--- src/rtl/isp_seq_pkg.sv ---
package isp_seq_pkg;

  typedef enum logic [2:0] {
    ST_OFF,
    ST_CON_LOW,
    ST_CON_HIGH,
    ST_READY,
    ST_SEND,
    ST_RTY_PRE,
    ST_RTY_HIGH,
    ST_RTY_POST
  } seq_state_t;

  localparam logic [7:0] PE_OPCODE = 8'hAC;
  localparam logic [7:0] PE_ARG    = 8'h53;
  localparam logic [7:0] PE_ECHO   = 8'h53;
  localparam logic [1:0] ECHO_SLOT = 2'd2;
  localparam logic [1:0] LAST_SLOT = 2'd3;

  function automatic logic [7:0] pe_byte(input logic [1:0] slot);
    case (slot)
      2'd0:    pe_byte = PE_OPCODE;
      2'd1:    pe_byte = PE_ARG;
      default: pe_byte = 8'h00;
    endcase
  endfunction

endpackage

--- src/rtl/isp_wait_timer.sv ---
module isp_wait_timer #(
  parameter int DELAY_CYC = 16
) (
  input  logic clk,
  input  logic rst_n,
  input  logic start,
  output logic expire
);
  localparam int CW = $clog2(DELAY_CYC + 1);
  localparam logic [CW-1:0] LOAD = CW'(DELAY_CYC);

  logic [CW-1:0] cnt_q, cnt_d;

  always_comb begin
    cnt_d = cnt_q;
    if (start)
      cnt_d = LOAD;
    else if (cnt_q != '0)
      cnt_d = cnt_q - 1'b1;
  end

  always_ff @(posedge clk or negedge rst_n) begin
    if (!rst_n) cnt_q <= '0;
    else        cnt_q <= cnt_d;
  end

  assign expire = (cnt_q == CW'(1));
endmodule

--- src/rtl/isp_try_count.sv ---
module isp_try_count #(
  parameter int MAX_TRIES = 32
) (
  input  logic clk,
  input  logic rst_n,
  input  logic clr,
  input  logic inc,
  output logic exhausted
);
  localparam int TW = $clog2(MAX_TRIES + 1);
  localparam logic [TW-1:0] LIMIT = TW'(MAX_TRIES);

  logic [TW-1:0] used_q, used_d;

  always_comb begin
    used_d = used_q;
    if (clr)
      used_d = inc ? TW'(1) : '0;
    else if (inc)
      used_d = used_q + 1'b1;
  end

  always_ff @(posedge clk or negedge rst_n) begin
    if (!rst_n) used_q <= '0;
    else        used_q <= used_d;
  end

  assign exhausted = (used_q >= LIMIT);
endmodule

--- src/rtl/isp_pe_issuer.sv ---
module isp_pe_issuer
  import isp_seq_pkg::*;
(
  input  logic       clk,
  input  logic       rst_n,
  input  logic       abort,
  input  logic       start,
  input  logic       xfer_done,
  input  logic [7:0] xfer_rx,
  output logic       xfer_go,
  output logic [7:0] xfer_tx,
  output logic       fin,
  output logic       echo_ok
);
  logic [1:0] slot_q, slot_d;
  logic       go_q, go_d;
  logic       ok_q, ok_d;
  logic       step;

  assign step = go_q && xfer_done;

  always_comb begin
    slot_d = slot_q;
    go_d   = go_q;
    ok_d   = ok_q;
    if (abort) begin
      go_d   = 1'b0;
      slot_d = '0;
    end else if (start) begin
      go_d   = 1'b1;
      slot_d = '0;
      ok_d   = 1'b0;
    end else if (step) begin
      if (slot_q == ECHO_SLOT)
        ok_d = (xfer_rx == PE_ECHO);
      if (slot_q == LAST_SLOT) begin
        go_d   = 1'b0;
        slot_d = '0;
      end else begin
        slot_d = slot_q + 1'b1;
      end
    end
  end

  always_ff @(posedge clk or negedge rst_n) begin
    if (!rst_n) begin
      slot_q <= '0;
      go_q   <= 1'b0;
      ok_q   <= 1'b0;
    end else begin
      slot_q <= slot_d;
      go_q   <= go_d;
      ok_q   <= ok_d;
    end
  end

  assign xfer_go = go_q;
  assign xfer_tx = pe_byte(slot_q);
  assign fin     = step && (slot_q == LAST_SLOT) && !abort;
  assign echo_ok = ok_q;
endmodule

--- src/rtl/isp_link_seq.sv ---
module isp_link_seq
  import isp_seq_pkg::*;
#(
  parameter int DELAY_CYC = 16,
  parameter int MAX_TRIES = 32
) (
  input  logic       clk,
  input  logic       rst_n,
  input  logic       connect_req,
  input  logic       enable_req,
  input  logic       disconnect_req,
  input  logic       xfer_done,
  input  logic [7:0] xfer_rx,
  output logic       xfer_go,
  output logic [7:0] xfer_tx,
  output logic       shifter_en,
  output logic       rst_oe,
  output logic       rst_out,
  output logic       sck_oe,
  output logic       sck_out,
  output logic       mosi_oe,
  output logic       mosi_out,
  output logic       hiaddr_clr,
  output logic       busy,
  output logic       pe_pass,
  output logic       pe_fail
);
  seq_state_t state_q, state_d;
  logic oe_q, oe_d;
  logic lvl_q, lvl_d;
  logic shen_q, shen_d;
  logic pass_q, pass_d;
  logic fail_q, fail_d;
  logic clr_q, clr_d;
  logic tmr_start, tmr_expire;
  logic cmd_start, cmd_fin, cmd_ok;
  logic try_clr, try_out;

  isp_wait_timer #(.DELAY_CYC(DELAY_CYC)) u_timer (
    .clk    (clk),
    .rst_n  (rst_n),
    .start  (tmr_start),
    .expire (tmr_expire)
  );

  isp_try_count #(.MAX_TRIES(MAX_TRIES)) u_tries (
    .clk       (clk),
    .rst_n     (rst_n),
    .clr       (try_clr),
    .inc       (cmd_start),
    .exhausted (try_out)
  );

  isp_pe_issuer u_issuer (
    .clk       (clk),
    .rst_n     (rst_n),
    .abort     (disconnect_req),
    .start     (cmd_start),
    .xfer_done (xfer_done),
    .xfer_rx   (xfer_rx),
    .xfer_go   (xfer_go),
    .xfer_tx   (xfer_tx),
    .fin       (cmd_fin),
    .echo_ok   (cmd_ok)
  );

  always_comb begin
    state_d   = state_q;
    oe_d      = oe_q;
    lvl_d     = lvl_q;
    shen_d    = shen_q;
    pass_d    = pass_q;
    fail_d    = fail_q;
    clr_d     = 1'b0;
    tmr_start = 1'b0;
    cmd_start = 1'b0;
    try_clr   = 1'b0;
    if (disconnect_req) begin
      state_d = ST_OFF;
      oe_d    = 1'b0;
      lvl_d   = 1'b0;
      shen_d  = 1'b0;
    end else begin
      case (state_q)
        ST_OFF, ST_READY: begin
          if (connect_req) begin
            state_d   = ST_CON_LOW;
            oe_d      = 1'b1;
            lvl_d     = 1'b0;
            shen_d    = 1'b0;
            pass_d    = 1'b0;
            fail_d    = 1'b0;
            clr_d     = 1'b1;
            tmr_start = 1'b1;
          end else if (enable_req && state_q == ST_READY) begin
            state_d   = ST_SEND;
            pass_d    = 1'b0;
            fail_d    = 1'b0;
            try_clr   = 1'b1;
            cmd_start = 1'b1;
          end
        end
        ST_CON_LOW: begin
          if (tmr_expire) begin
            state_d   = ST_CON_HIGH;
            lvl_d     = 1'b1;
            tmr_start = 1'b1;
          end
        end
        ST_CON_HIGH: begin
          if (tmr_expire) begin
            state_d = ST_READY;
            lvl_d   = 1'b0;
            shen_d  = 1'b1;
          end
        end
        ST_SEND: begin
          if (cmd_fin) begin
            if (cmd_ok) begin
              state_d = ST_READY;
              pass_d  = 1'b1;
            end else begin
              state_d   = ST_RTY_PRE;
              shen_d    = 1'b0;
              tmr_start = 1'b1;
            end
          end
        end
        ST_RTY_PRE: begin
          if (tmr_expire) begin
            state_d   = ST_RTY_HIGH;
            lvl_d     = 1'b1;
            tmr_start = 1'b1;
          end
        end
        ST_RTY_HIGH: begin
          if (tmr_expire) begin
            state_d   = ST_RTY_POST;
            lvl_d     = 1'b0;
            tmr_start = 1'b1;
          end
        end
        ST_RTY_POST: begin
          if (tmr_expire) begin
            shen_d = 1'b1;
            if (try_out) begin
              state_d = ST_READY;
              fail_d  = 1'b1;
            end else begin
              state_d   = ST_SEND;
              cmd_start = 1'b1;
            end
          end
        end
        default: state_d = ST_OFF;
      endcase
    end
  end

  always_ff @(posedge clk or negedge rst_n) begin
    if (!rst_n) begin
      state_q <= ST_OFF;
      oe_q    <= 1'b0;
      lvl_q   <= 1'b0;
      shen_q  <= 1'b0;
      pass_q  <= 1'b0;
      fail_q  <= 1'b0;
      clr_q   <= 1'b0;
    end else begin
      state_q <= state_d;
      oe_q    <= oe_d;
      lvl_q   <= lvl_d;
      shen_q  <= shen_d;
      pass_q  <= pass_d;
      fail_q  <= fail_d;
      clr_q   <= clr_d;
    end
  end

  assign shifter_en = shen_q;
  assign rst_oe     = oe_q;
  assign sck_oe     = oe_q;
  assign mosi_oe    = oe_q;
  assign rst_out    = lvl_q;
  assign sck_out    = 1'b0;
  assign mosi_out   = 1'b0;
  assign hiaddr_clr = clr_q;
  assign busy       = (state_q != ST_OFF) && (state_q != ST_READY);
  assign pe_pass    = pass_q;
  assign pe_fail    = fail_q;
endmodule

--- config.mk ---
export PLATFORM = sky130hd
export DESIGN_NAME = isp_link_seq
export DESIGN_NICKNAME = d
export VERILOG_FILES = /design/src/rtl/isp_seq_pkg.sv /design/src/rtl/isp_wait_timer.sv /design/src/rtl/isp_try_count.sv /design/src/rtl/isp_pe_issuer.sv /design/src/rtl/isp_link_seq.sv
export SDC_FILE = /design/constraint.sdc
export NUM_CORES = 1
export LEC_CHECK = 0
export BUFFER_PORTS_ARGS = -buffer_cell sky130_fd_sc_hd__buf_2
export CAP_MARGIN = 20
export CORE_UTILIZATION = 40
export CTS_CLUSTER_DIAMETER = 50
export DETAILED_ROUTE_END_ITERATION = 8
export HOLD_SLACK_MARGIN = 0.15
export SYNTH_ARGS = -nofsm -noshare
export SYNTH_HDL_FRONTEND = slang
export SYNTH_SLANG_ARGS = --single-unit
--- constraint.sdc ---
create_clock -name clk -period 3.1 [get_ports clk]
set_input_delay 0.465 -clock clk [delete_from_list [all_inputs] [get_ports clk]]
set_output_delay 0.465 -clock clk [all_outputs]
set_load 0.05 [all_outputs]
==> results of run 1 <==
## cell type report
class / count / area share
multi-input combinational: 131 / 0.485
sequential: 24 / 0.339
timing repair buffer: 31 / 0.0876
tap: 48 / 0.0339
clock buffer: 4 / 0.0311
inverter: 11 / 0.0233
## per-layer routing
metal	up-vias	share of wire	global-route usage	wire length (um)
met5	-	0	0	0
met2	34	0.46	0.296	1510
met1	635	0.48	0.234	1580
li1	659	-	-	-
met4	0	0.011	0.0489	36
met3	4	0.043	0.0229	139
## flip-flops by register name, summed over array words and instances, names as in the netlist
register          flops
u_issuer.echo_ok      1
state_q               3
mosi_oe               1
pe_fail               1
pe_pass               1
hiaddr_clr            1
u_issuer.xfer_go      1
shifter_en            1
u_tries.used_q        6
u_timer.cnt_q         5
u_issuer.slot_q       2
rst_out               1
## per-stage QoR
stage,setup WS (ns),hold slack (ns),total power [mW],utilization
after detailed placement,0.940,0.490,1.08,0.459
after global routing,0.792,0.215,1.41,0.473
after global placement,1.05,0.482,1.08,0.459
final,0.935,0.179,1.29,0.473
after floorplan,1.15,0.169,0.970,-
after CTS,0.934,0.194,1.30,0.473
## worst max-delay path: cells and delay by family, from the launching register on
family / cells / cell delay, ns
xor+xnor: 1 / 0.35
buf+inv: 2 / 0.33
flops: 1 / 0.63
simple gates: 1 / 0.12
## layout by cell type, fill, tap and decap left out, types with 5 or more instances in the layout
| cell type | count |
|---|---|
| nor3_1 | 9 |
| inv_1 | 11 |
| o21ai_0 | 6 |
| nand3b_1 | 5 |
| nor2_1 | 18 |
| buf_2 | 31 |
| nand2_1 | 15 |
| a21oi_1 | 14 |
| dfrtp_1 | 24 |
| ha_1 | 9 |
## power by group
group | internal [mW] | switching [mW]
logic | 0.219 | 0.379
clock network | 0.113 | 0.0970
registers | 0.377 | 0.103
## cell families after synthesis
family                     Yosys count  synth area share
AOI/OAI and AO/OA                   36             0.155
xor gates and xnor gates             4            0.0220
adders and majority gates            9            0.0708
buffers and inverters               26            0.0849
DFF                                 24             0.377
muxes                                5            0.0330
other                                1           0.00236
and+or+nand+nor                     75             0.255
## worst paths after layout
| path | slack [ns] | start | endpoint |
|---|---|---|---|
| min in group clk | 0.51 | pe_pass$_DFFE_PN0P_ | pe_pass$_DFFE_PN0P_ |
| min | 0.18 | rst_n | u_issuer.slot_q[1]$_DFFE_PN0P_ |
| min reg2reg | 0.51 | pe_pass$_DFFE_PN0P_ | pe_pass$_DFFE_PN0P_ |
| max in group asynchronous | 2.56 | rst_n | u_timer.cnt_q[2]$_DFFE_PN0P_ |
| max reg2reg | 0.95 | u_timer.cnt_q[1]$_DFFE_PN0P_ | u_tries.used_q[0]$_DFFE_PN0P_ |
| max | 0.94 | state_q[1]$_DFFE_PN0P_ | busy |
==> qor.yml, run 1 <==
outcome: "finished, final reports clean"
avgRoutedWirePerCell_um: 13.1
place_area_sq_um: 1720
core_sq_um: 3740
end_kind: "output pin"
hold_path.class: "input port to asynchronous set/reset pin"
ctsHtreeMaxLevel: 1
fp.dieArea_sq_um: 4230
syn_inst: 180
synthFlopType: "dfrtp_1"
reg2reg_depth: 6
p_per_area_nw_per_um2: 727
synth_area_sq_um: 1590
final_cells: 249
synthTopCellsByArea: "dfrtp_1, ha_1, buf_4"
ant_nets: 0
cts_tree: "done"
cts.sink_count: 24
row_count: 22
dp_hpwl_um: 2390
yosys-top-cells-count: "dfrtp_1, nor2_1, nand2_1, a21oi_1, inv_1"
setup_violations: 0
multi_input_area_sq_um: 860
via_per_inst: 5.35
regArea_sq_um: 601
via_count: 1332
max_stage_delay_ns: 0.63
ys.warnings.count: 0
crit_path_start_kind: "flop"
grt_pass1_wl_um: 5780
synth.most_common_cell: "dfrtp_1"
clock_latency_ns: 0.26
post_cts_buffers: 0
yosys.area.top_type: "dfrtp_1"
die_h_um: 65.1
fillers: 393
max_slew_margin: 0.634
cts_buffers: 3
yosysSeqAreaShare: 0.377
die_w_um: 65.1
cp_slowest_cell: "dfrtp_1"
io_pins: 34
path_cells: "xor2_1 > nor2_1 > inv_1 > buf_2"
p_leak_nw: 0.858
crit_required_ns: 2.63
syn_to_final_growth_pct: 11.3
antenna_found_initial: 0
gp_congestion: 0.856
drt_pass1_iterations: 4
synth_seq_cells: 24
synthDistinctLibCells: 46
start_util: 0.425
overflow: 0
tightest_slew_ns: 0.549
slew_viol_final: 0
rsz0062_at_grt: "false"
critPathArrivalTime_ns: 1.70
cts_resized: 0
finish.instance_area_sq_um: 1770
drcViolationCount: 0
postSynth.asyncResetShare: 1.00
fin_setup_tns_ns: 0
antenna_cells: 0
criticalPathCategory: "flop to output pin"
clock_path_buffers: 2
finalCritPeriodShare: 0.698
skew_ns: 0.00184
grt_pass1_vias: 1265
synth.avg_cell_area_sq_um: 8.84
synth.top_cell.area_share: 0.377
min_period_ns: 2.16
maxCapViolations: 0
first_iter_violations: 80
ir_drop_v: 0.000405
nets: 225
root_buffer: "clkbuf_8"
path_max_fanout: 14
drive_gt1_frac: 0.209
fmax_ghz: 0.462
port-buffer-count: 31
grt_start_max_net_pins: 25
clk_pin_slew_ns: 0.08
hold_viol: 0
track_usage: 0.175
cts_hold_buf: 0
synth_enable_flop_cells: 0
wl_um: 3270
placed_cells: 245
No activity file was read; power rests on OpenSTA's default activity.
==> run 2: changes to the inputs <==
Clock period 3.1 ns to 1.8 ns, I/O delays scaled along.
==> run 2 against run 1 <==
Effect of this change:
- the flow now finishes with violations (negative setup slack)
- non-clock buffer count up 23
- sequential share of layout area down 4.2 points
- count of clock-buffer cells in the layout fell by 1
- clock skew barely moved
- register-to-register slack lost 1.2 ns
- sequential cell count is the same
- critical path type is now flop to flop
- highest routed layer unchanged
==> qor.yml, run 2 (synthesis gave the netlist of run 1 again) <==
outcome: "complete, but fails checks"  # was finished, final reports clean
violations: "negative setup slack"
clk_pin_slew_ns: 0.08  # about the same
setup_violations: 15  # was 0
core_sq_um: 3740  # unchanged
p_per_area_nw_per_um2: 1260  # was 727 nW/um^2
cp_slowest_cell: "or4b_4"  # was dfrtp_1
grt_pass1_wl_um: 6330  # was 5780 um
fin_setup_tns_ns: -1.63  # was 0 ns
fp.dieArea_sq_um: 4230  # unchanged
ctsHtreeMaxLevel: 1  # unchanged
critPathArrivalTime_ns: 2.22  # was 1.70 ns
cts_buffers: 3  # unchanged
root_buffer: "clkbuf_8"  # unchanged
port-buffer-count: 31  # unchanged
final_cell_mix: "buf_2, dfrtp_1, buf_4"  # was buf_2, dfrtp_1, nor2_1
max_slew_margin: 0.635  # was 0.634
grt_pass1_vias: 1393  # was 1265
crit_path_start_kind: "flop"  # unchanged
ant_nets: 0  # unchanged
p_leak_nw: 0.979  # was 0.858 nW
clock_latency_ns: 0.27  # was 0.26 ns
avgRoutedWirePerCell_um: 13.5  # was 13.1 um
syn_to_final_growth_pct: 27.4  # was 11.3%
gp_congestion: 0.864  # was 0.856
die_w_um: 65.1  # unchanged
finalCritPeriodShare: 1.11
max_stage_delay_ns: 0.48  # was 0.63 ns
fillers: 360  # was 393
drcViolationCount: 0  # unchanged
ir_drop_v: 0.000738  # was 0.000405 V
fmax_ghz: 0.499
largest-register: "u_tries.used_q"  # unchanged
track_usage: 0.192  # was 0.175
cts.sink_count: 24  # unchanged
hold_path.class: "input port to flop"  # was input port to asynchronous set/reset pin
grt_start_max_net_pins: 25  # unchanged
end_kind: "flop"  # was output pin
drive_gt1_frac: 0.350  # was 0.209
pre_cts_ws_ns: -0.196  # was 0.940 ns
layout_commonest_cell: "buf_2"  # unchanged
crit_family: "compound AO/OA/AOI/OAI gates"  # was flip-flops
first_iter_violations: 92  # was 80
criticalPathCategory: "flop to flop"  # was flop to output pin
min_period_ns: 2.01
tightest_slew_ns: 0.548  # was 0.549 ns
dp_hpwl_um: 2710  # was 2390 um
io_pins: 34  # unchanged
skew_ns: 0.00228  # was 0.00184 ns
antenna_cells: 0  # unchanged
maxCapViolations: 0  # unchanged
via_count: 1447  # was 1332
crit_required_ns: 2.01  # was 2.63 ns
rsz0062_at_grt: "true"  # was false
antenna_found_initial: 0  # unchanged
via_per_inst: 5.34  # was 5.35
die_h_um: 65.1  # unchanged
cts_tree: "done"  # unchanged
start_util: 0.425  # unchanged
wl_um: 3660  # was 3270 um
path_cells: "inv_2 > ha_4 > or4b_4 > buf_6 > o22a_4 > a221oi_4 > a221o_1"  # was xor2_1 > nor2_1 > inv_1 > buf_2
largest_reg_flops: 6  # unchanged
layout_setup_ws_ns: -0.205  # was 0.935 ns
hold_viol: 0  # unchanged
drt_pass1_iterations: 4  # unchanged
nets: 248  # was 225
worstPathBufferInverterCount: 2  # unchanged
path_max_fanout: 5  # was 14
clock_path_buffers: 2  # unchanged
row_count: 22  # unchanged
slew_viol_final: 0  # unchanged
top_regs: "u_tries.used_q (6), u_timer.cnt_q (5), state_q (3)"  # unchanged
overflow: 0  # unchanged
==> run 2: cell count changes in the layout (fill, tap and decap cells not counted), moves of 2 or more <==
cell / before / now
buf_4: 0 / 20
a21oi_1: 14 / 11
a21oi_2: 0 / 3
buf_6: 0 / 2
dfrtp_1: 24 / 22
dfrtp_2: 0 / 2
nand2b_4: 0 / 2
nor3_1: 9 / 7
nor3_2: 0 / 2
o21ai_0: 6 / 4
==> run 2: final timing paths <==
path                                               from  depth (start not counted)  slack [ns]                            to
max                        u_timer.cnt_q[1]$_DFFE_PN0P_                          7       -0.21  u_timer.cnt_q[4]$_DFFE_PN0P_
min reg2reg                         pe_pass$_DFFE_PN0P_                          1        0.52           pe_pass$_DFFE_PN0P_
min                                           xfer_done                          4        0.45  u_issuer.xfer_go$_DFFE_PN0P_
min in group asynchronous                         rst_n                          2        0.51           mosi_oe$_DFFE_PN0P_
max in group asynchronous                         rst_n                          2        0.90        state_q[0]$_DFFE_PN0P_
max reg2reg                u_timer.cnt_q[1]$_DFFE_PN0P_                          7       -0.21  u_timer.cnt_q[4]$_DFFE_PN0P_
==> run 2: layout make-up <==
type	count	area [sq um]	area share
clock buffers	3	41.3	0.0204
inverters	11	41.3	0.0204
multi-input cells	131	945	0.466
flip-flops and latches	24	603	0.297
well taps	48	60.1	0.0296
repair buffers	54	338	0.167
==> run 2: power breakdown <==
| part | leakage [nW] | switching, mW | internal, mW |
|---|---|---|---|
| Clock | 0.0216 | 0.170 | 0.150 |
| Combinational | 0.648 | 0.803 | 0.621 |
| Sequential | 0.310 | 0.149 | 0.653 |
==> run 2: repair_timing <==
item / CTS / global route
resized for setup: 9 / 9
setup buffers: 3 / 2
hold buffers: 1 / 0
hold endpoints to repair: 24 / 0
setup endpoints to repair: 14 / 19
pin swaps: 4 / 5
==> run 2: tightest hold or removal path, stage by stage <==
cell and delay (ns):
buf_2 0.12, nand3_1 0.13, a21oi_2 0.06, nor2_1 0.08
==> run 2: metrics by stage <==
step	cells	util	power (mW)	instance area, sq um	hold slack [ns]
4_1_cts	270	0.531	2.52	1990	0.428
5_1_grt	271	0.542	2.75	2030	0.479
3_5_place_dp	263	0.502	2.16	1880	0.291
2_1_floorplan	181	-	1.71	1620	-0.0256
3_3_place_gp	263	0.502	2.13	1880	0.284
6_report	271	0.542	2.55	2030	0.448
==> run 2: routing by layer <==
layer / wire length, um / vias up / global-route usage
li1: - / 714 / -
met1: 1670 / 698 / 0.252
met2: 1830 / 30 / 0.316
met3: 116 / 5 / 0.0335
met4: 42 / 0 / 0.0679
met5: 0 / - / 0
